**config.mk**
```make
export PLATFORM = sky130hd
export DESIGN_NAME = cmp_timer
export DESIGN_NICKNAME = d
export VERILOG_FILES = /design/src/rtl/cmp_timer_pkg.sv /design/src/rtl/cmp_timer_regs.sv /design/src/rtl/cmp_timer_base.sv /design/src/rtl/cmp_timer_chan.sv /design/src/rtl/cmp_timer.sv
export SDC_FILE = /design/constraint.sdc
export NUM_CORES = 1
export LEC_CHECK = 0
export BUFFER_PORTS_ARGS = -buffer_cell sky130_fd_sc_hd__buf_2
export CORE_MARGIN = 2
export CORE_UTILIZATION = 50
export CTS_CLUSTER_SIZE = 8
export DETAILED_ROUTE_END_ITERATION = 8
export PLACE_DENSITY = 0.77
export SYNTH_ARGS = -nofsm -noshare
export SYNTH_HDL_FRONTEND = slang
export SYNTH_SLANG_ARGS = --single-unit
```
**constraint.sdc**
```tcl
create_clock -name clk -period 3.45 [get_ports clk]
set_input_delay 0.69 -clock clk [delete_from_list [all_inputs] [get_ports clk]]
set_output_delay 0.69 -clock clk [all_outputs]
set_load 0.01 [all_outputs]
```
**src/rtl/cmp_timer_pkg.sv**
```systemverilog
// Package: shared encodings for the compare timer.
// Assumes a 4-bit register address and at most eight channels.
package cmp_timer_pkg;
    typedef enum logic [1:0] {
        CH_OFF = 2'd0,
        CH_PWM = 2'd1,
        CH_OC  = 2'd2,
        CH_RSV = 2'd3
    } ch_mode_e;

    localparam int AW = 4;
    localparam logic [AW-1:0] A_CTRL   = 4'd0;
    localparam logic [AW-1:0] A_PRESC  = 4'd1;
    localparam logic [AW-1:0] A_RELOAD = 4'd2;
    localparam logic [AW-1:0] A_COUNT  = 4'd3;
    localparam logic [AW-1:0] A_MODE   = 4'd4;
    localparam logic [AW-1:0] A_FLAGS  = 4'd5;
    localparam logic [AW-1:0] A_EVENT  = 4'd6;
    localparam logic [AW-1:0] A_CMP0   = 4'd8;

    localparam int CTRL_RUN_BIT     = 0;
    localparam int CTRL_PRELOAD_BIT = 7;
endpackage

```
**src/rtl/cmp_timer_regs.sv**
```systemverilog
// Register file: holds software-visible settings and decodes write pulses.
// Assumes one write per cycle; 2*NCH <= W.
module cmp_timer_regs
    import cmp_timer_pkg::*;
#(
    parameter int W   = 16,
    parameter int NCH = 4
) (
    input  logic                    clk,
    input  logic                    rst_n,
    input  logic                    wr_en,
    input  logic [AW-1:0]           addr,
    input  logic [W-1:0]            wr_data,
    output logic                    run,
    output logic                    preload,
    output logic [W-1:0]            psc_reg,
    output logic [W-1:0]            arr_reg,
    output logic [2*NCH-1:0]        mode_bits,
    output logic [NCH-1:0][W-1:0]   cmp_q,
    output logic                    cnt_wr,
    output logic                    restart,
    output logic [NCH-1:0]          flag_clr
);
    // Decode single-cycle command pulses from the write port.
    always_comb begin
        cnt_wr   = wr_en && (addr == A_COUNT);
        restart  = wr_en && (addr == A_EVENT) && wr_data[0];
        flag_clr = (wr_en && (addr == A_FLAGS)) ? wr_data[NCH-1:0] : '0;
    end

    // Store the common settings.
    always_ff @(posedge clk) begin
        if (!rst_n) begin
            run       <= 1'b0;
            preload   <= 1'b0;
            psc_reg   <= '0;
            arr_reg   <= '0;
            mode_bits <= '0;
        end else if (wr_en) begin
            case (addr)
                A_CTRL: begin
                    run     <= wr_data[CTRL_RUN_BIT];
                    preload <= wr_data[CTRL_PRELOAD_BIT];
                end
                A_PRESC:  psc_reg   <= wr_data;
                A_RELOAD: arr_reg   <= wr_data;
                A_MODE:   mode_bits <= wr_data[2*NCH-1:0];
                default: ;
            endcase
        end
    end

    // One compare register per channel.
    for (genvar i = 0; i < NCH; i++) begin : g_cmp
        always_ff @(posedge clk) begin
            if (!rst_n)
                cmp_q[i] <= '0;
            else if (wr_en && (int'(addr) == int'(A_CMP0) + i))
                cmp_q[i] <= wr_data;
        end
    end
endmodule

```
**src/rtl/cmp_timer_base.sv**
```systemverilog
// Time base: zero-based prescaler, up-counter and the update-event shadows.
// Assumes restart has priority over a counter write, and a counter write over a tick.
module cmp_timer_base #(
    parameter int W = 16
) (
    input  logic         clk,
    input  logic         rst_n,
    input  logic         run,
    input  logic         preload,
    input  logic [W-1:0] psc_reg,
    input  logic [W-1:0] arr_reg,
    input  logic         cnt_wr,
    input  logic [W-1:0] cnt_wdata,
    input  logic         restart,
    output logic [W-1:0] cnt_q,
    output logic [W-1:0] cnt_next,
    output logic         step
);
    logic [W-1:0] psc_sh, psc_cnt, arr_sh, arr_eff;
    logic         tick, wrap, update;

    // Derive tick, wrap and the next count value.
    always_comb begin
        arr_eff  = preload ? arr_sh : arr_reg;
        tick     = run && (psc_cnt == psc_sh);
        wrap     = (cnt_q == arr_eff);
        step     = tick && !restart && !cnt_wr;
        cnt_next = wrap ? '0 : cnt_q + 1'b1;
        update   = restart || (step && wrap);
    end

    // Prescaler sub-counter.
    always_ff @(posedge clk) begin
        if (!rst_n)                psc_cnt <= '0;
        else if (update || tick)   psc_cnt <= '0;
        else if (run)              psc_cnt <= psc_cnt + 1'b1;
    end

    // Main counter.
    always_ff @(posedge clk) begin
        if (!rst_n)        cnt_q <= '0;
        else if (restart)  cnt_q <= '0;
        else if (cnt_wr)   cnt_q <= cnt_wdata;
        else if (step)     cnt_q <= cnt_next;
    end

    // Shadow registers loaded on update events (reload tracks when unbuffered).
    always_ff @(posedge clk) begin
        if (!rst_n) begin
            psc_sh <= '0;
            arr_sh <= '0;
        end else begin
            if (update)              psc_sh <= psc_reg;
            if (update || !preload)  arr_sh <= arr_reg;
        end
    end
endmodule

```
**src/rtl/cmp_timer_chan.sv**
```systemverilog
// One compare channel: PWM level, compare-match flag, and hold while off.
// Assumes step/cnt_next come from the time base in the same cycle.
module cmp_timer_chan
    import cmp_timer_pkg::*;
#(
    parameter int W = 16
) (
    input  logic         clk,
    input  logic         rst_n,
    input  ch_mode_e     mode,
    input  logic [W-1:0] cmp,
    input  logic [W-1:0] cnt_q,
    input  logic [W-1:0] cnt_next,
    input  logic         step,
    input  logic         clr,
    output logic         out,
    output logic         flag
);
    logic held_q, match_set;

    // Output level by mode; off channels replay the held level.
    always_comb begin
        case (mode)
            CH_PWM:  out = (cnt_q < cmp);
            CH_OC:   out = 1'b0;
            default: out = held_q;
        endcase
        match_set = step && (mode == CH_OC) && (cnt_next == cmp);
    end

    // Remember the last driven level for when the channel is switched off.
    always_ff @(posedge clk) begin
        if (!rst_n)                              held_q <= 1'b0;
        else if (mode == CH_PWM || mode == CH_OC) held_q <= out;
    end

    // Sticky match flag; a new match wins over a clear.
    always_ff @(posedge clk) begin
        if (!rst_n)         flag <= 1'b0;
        else if (match_set) flag <= 1'b1;
        else if (clr)       flag <= 1'b0;
    end
endmodule

```
**src/rtl/cmp_timer.sv**
```systemverilog
// Top: prescaled up-counting timer with NCH compare channels and a register port.
// Assumes 2*NCH <= W and NCH <= 8 so the map fits a 4-bit address.
module cmp_timer
    import cmp_timer_pkg::*;
#(
    parameter int W   = 16,
    parameter int NCH = 4
) (
    input  logic           clk,
    input  logic           rst_n,
    input  logic           wr_en,
    input  logic [3:0]     addr,
    input  logic [W-1:0]   wr_data,
    output logic [W-1:0]   rd_data,
    output logic [NCH-1:0] pwm_out,
    output logic [NCH-1:0] irq_flag
);
    logic                  run, preload, cnt_wr, restart, step;
    logic [W-1:0]          psc_reg, arr_reg, cnt_q, cnt_next;
    logic [2*NCH-1:0]      mode_bits;
    logic [NCH-1:0][W-1:0] cmp_q;
    logic [NCH-1:0]        flag_clr;

    cmp_timer_regs #(.W(W), .NCH(NCH)) u_regs (
        .clk(clk), .rst_n(rst_n), .wr_en(wr_en), .addr(addr), .wr_data(wr_data),
        .run(run), .preload(preload), .psc_reg(psc_reg), .arr_reg(arr_reg),
        .mode_bits(mode_bits), .cmp_q(cmp_q), .cnt_wr(cnt_wr),
        .restart(restart), .flag_clr(flag_clr)
    );

    cmp_timer_base #(.W(W)) u_base (
        .clk(clk), .rst_n(rst_n), .run(run), .preload(preload),
        .psc_reg(psc_reg), .arr_reg(arr_reg), .cnt_wr(cnt_wr),
        .cnt_wdata(wr_data), .restart(restart),
        .cnt_q(cnt_q), .cnt_next(cnt_next), .step(step)
    );

    for (genvar i = 0; i < NCH; i++) begin : g_ch
        cmp_timer_chan #(.W(W)) u_chan (
            .clk(clk), .rst_n(rst_n),
            .mode(ch_mode_e'(mode_bits[2*i +: 2])), .cmp(cmp_q[i]),
            .cnt_q(cnt_q), .cnt_next(cnt_next), .step(step),
            .clr(flag_clr[i]), .out(pwm_out[i]), .flag(irq_flag[i])
        );
    end

    // Read multiplexer over the register map.
    always_comb begin
        rd_data = '0;
        case (addr)
            A_CTRL: begin
                rd_data[CTRL_RUN_BIT]     = run;
                rd_data[CTRL_PRELOAD_BIT] = preload;
            end
            A_PRESC:  rd_data = psc_reg;
            A_RELOAD: rd_data = arr_reg;
            A_COUNT:  rd_data = cnt_q;
            A_MODE:   rd_data[2*NCH-1:0] = mode_bits;
            A_FLAGS:  rd_data[NCH-1:0]   = irq_flag;
            default: begin
                for (int i = 0; i < NCH; i++)
                    if (int'(addr) == int'(A_CMP0) + i) rd_data = cmp_q[i];
            end
        endcase
    end
endmodule

```
==> impl_metrics.yaml <==
outcome:
  outcome: "finished clean"
setup_path:
  worstSetupStartpointType: "flop"
  regToRegSetupSlack_ns: 0.33
  crit_arrival_ns: 2.68
  cp_max_fo: 2
  critical_path_class: "flop to primary output"
  worstPathRequired_ns: 2.76
  crit_path_end_kind: "primary output"
pwr:
  seqPwrFrac: 0.442
  power_leakage_nw: 4.831
  p_comb_frac: 0.119
  ir_worst_vdd_uv: 250.4
  pwr_density_cell_nw_per_um2: 370.6
  p_sw_frac: 0.2989
  power_mw: 4.763
  p_int_mw: 3.339
  power.share.clock: 0.438
  switching_power_mw: 1.423
detailed_routing:
  drc_errors: 0
  dr.first_iter.drc_count: 1644
  wirelength_um: 47780
  vias: 11940
  first_pass_iters: 9
  ant_nets: 0
  wl_per_cell_um: 26.47
  viasPerCell: 6.612
clocking:
  post_cts_buffers: 0
  cts_hold_buf: 0
  cts_root_buf: "clkbuf_16"
  cts_sinks: 178
  worstSkewPairLatency_ns: 0.46
  clk_pin_slew_ns: 0.08
  cts_resized: 0
  numCtsBuffers: 17
  h-tree-depth: 4
  cts_buffer_depth: 2
  cts_tree: "built"
synth:
  synth.area.top_cells: "dfxtp_1 (31%), nand2_1 (8.1%), ha_1 (7.7%), a21oi_1 (7.1%), mux2i_1 (4.4%)"
  yosysMostFrequentCell: "nand2_1"
  netlist.area_leader.share: 0.3125
  synth.distinct_cells: 65
  synth_cells: 1460
  ys_seq_area_frac: 0.3125
  ys_ff_latch: 178
  synth_edf_count: 0
  ys.flop_type: "dfxtp_1"
  avgSynthCellArea_um2: 7.811
  synth_common_cells: "nand2_1 (245), dfxtp_1 (178), a21oi_1 (162), nor2_1 (101), inv_1 (77)"
  synthArstFlopShare: 0
  yosysTopAreaCell: "dfxtp_1"
  syn-cell-area_um2: 11400
  synth.net_count: 1553
  ys_warn_count: 0
die:
  coreArea_um2: 22500
  rows: 55
  io_pins: 47
  die_y_um: 155.0
  die_width_um: 155.0
  start_util: 0.5068
  dieArea_um2: 24030
place:
  gp_congestion: 1.055
  io_buffers: 46
  hpwl_um: 35840
timing:
  max_freq_ghz: 0.2969
  timing.hold.ws_ns: 0.4897
  fin_crit_sh: 0.9761
  maxSlewViolCount: 0
  max-slew-margin-rel: 0.2440
  fin_tns_setup_ns: 0
  skew_ns: 0.01445
  rsz0062_at_grt: "no"
  tightest_slew_ns: 1.132
  fin_crit_ns: 3.368
  final_hold_viol_count: 0
  setup_violations: 0
cells_and_area:
  largest_reg_flops: 64
  area_growth_pct: 12.68
  fillers: 2111
  nets: 1598
  drive_gt1_frac: 0.1271
  top_register: "u_regs.cmp_q"
global_routing:
  grt_pass1_vias: 10830
  grt.busiest_layer: "met2"
  use_met1: 0.5271
  grtUsageMet3: 0.08663
  grt_pass1_wl_um: 69760
  grt.total_usage: 0.3922
  grt_start_max_net_pins: 52
  gr-total-overflow: 0
  antenna_found_initial: 0
  use_met2: 0.5890
worst_hold_path:
  min_path_type: "flop to flop"
run:
  drv_cap: 0
==> cell families after synthesis <==
group,Yosys count,share of synthesized area
adders and majority gates,70,0.07680
muxes,50,0.04388
AOI/OAI and AO/OA,366,0.2116
buffers and inverters,189,0.07241
xor gates and xnor gates,93,0.07745
DFF,178,0.3125
and+or+nand+nor,514,0.2054
==> per-stage QoR <==
step / instance area, um^2 / std cells / setup slack (ns) / utilization
3_5_place_dp: 12230 / 1771 / 0.3222 / 0.5434
2_1_floorplan: 11400 / 1460 / 0.5107 / -
5_1_grt: 12850 / 1803 / 0.008150 / 0.5709
6_report: 12850 / 1805 / 0.08230 / 0.5711
3_3_place_gp: 12230 / 1771 / 0.3651 / 0.5434
4_1_cts: 12840 / 1803 / 0.02122 / 0.5705
==> power groups by stage <==
stage                     Sequential, mW  Combinational [mW]  Clock [mW]
final                               2.11               0.567        2.09
after global routing                2.11               0.591        2.17
after CTS                           2.11               0.542        2.08
after detailed placement            2.15               0.540           0
after global placement              2.15               0.538           0
after floorplan                     2.14               0.355           0
==> layout make-up <==
cell class | count | area (um^2) | share of cell area
diodes | 2 | 5.005 | 0.0003894
multi-input cells | 1093 | 7049 | 0.5485
clock inverters | 13 | 157.7 | 0.01227
well taps | 285 | 356.6 | 0.02775
repair buffers | 137 | 963.4 | 0.07497
clock buffers | 19 | 452.9 | 0.03524
flip-flops and latches | 178 | 3571 | 0.2779
inverters | 78 | 295.3 | 0.02298
==> final timing paths <==
| check | end | from | cells after the start |
|---|---|---|---|
| max reg2reg | g_ch[2].u_chan.flag | u_base.cnt_q[10] | 10 |
| min reg2reg | u_regs.psc_reg[0] | u_regs.psc_reg[0] | 2 |
| min | u_regs.psc_reg[0] | u_regs.psc_reg[0] | 2 |
| max | pwm_out[3] | u_regs.cmp_q[49] | 10 |
==> worst max-delay path, cell delays in order (launching register included) <==
cell and delay, ns:
dfxtp_1 0.40, inv_1 0.11, ha_1 0.29, a21o_1 0.15, a21o_1 0.17, a21o_1 0.24, a21o_1 0.20, a21oi_1 0.15
o211ai_1 0.13, a31oi_1 0.20, buf_2 0.19
==> layer usage <==
layer	share of wire	vias to the layer above
li1	-	5270
met1	0.39	5583
met2	0.42	888
met3	0.12	194
met4	0.064	0
met5	0	-
==> cell usage in the layout, fill, tap and decap left out, types with 5 or more instances in the layout <==
master,count
a21o_1,24
a21oi_1,162
a222oi_1,12
a22o_1,15
a22oi_1,37
a311oi_1,6
a31oi_1,23
a32oi_1,6
and2_1,6
and3_1,7
buf_2,46
buf_4,87
clkbuf_16,17
dfxtp_1,174
ha_1,70
inv_1,77
inv_6,5
mux2i_1,50
nand2_1,245
nand2b_1,8
nand3_1,42
nand4_1,25
nor2_1,101
nor3_1,18
nor3_2,5
nor4_1,30
o211ai_1,10
o21ai_0,20
o32ai_1,12
xnor2_1,53
xnor3_1,5
xor2_1,34
No activity file was read; power rests on OpenSTA's default activity.
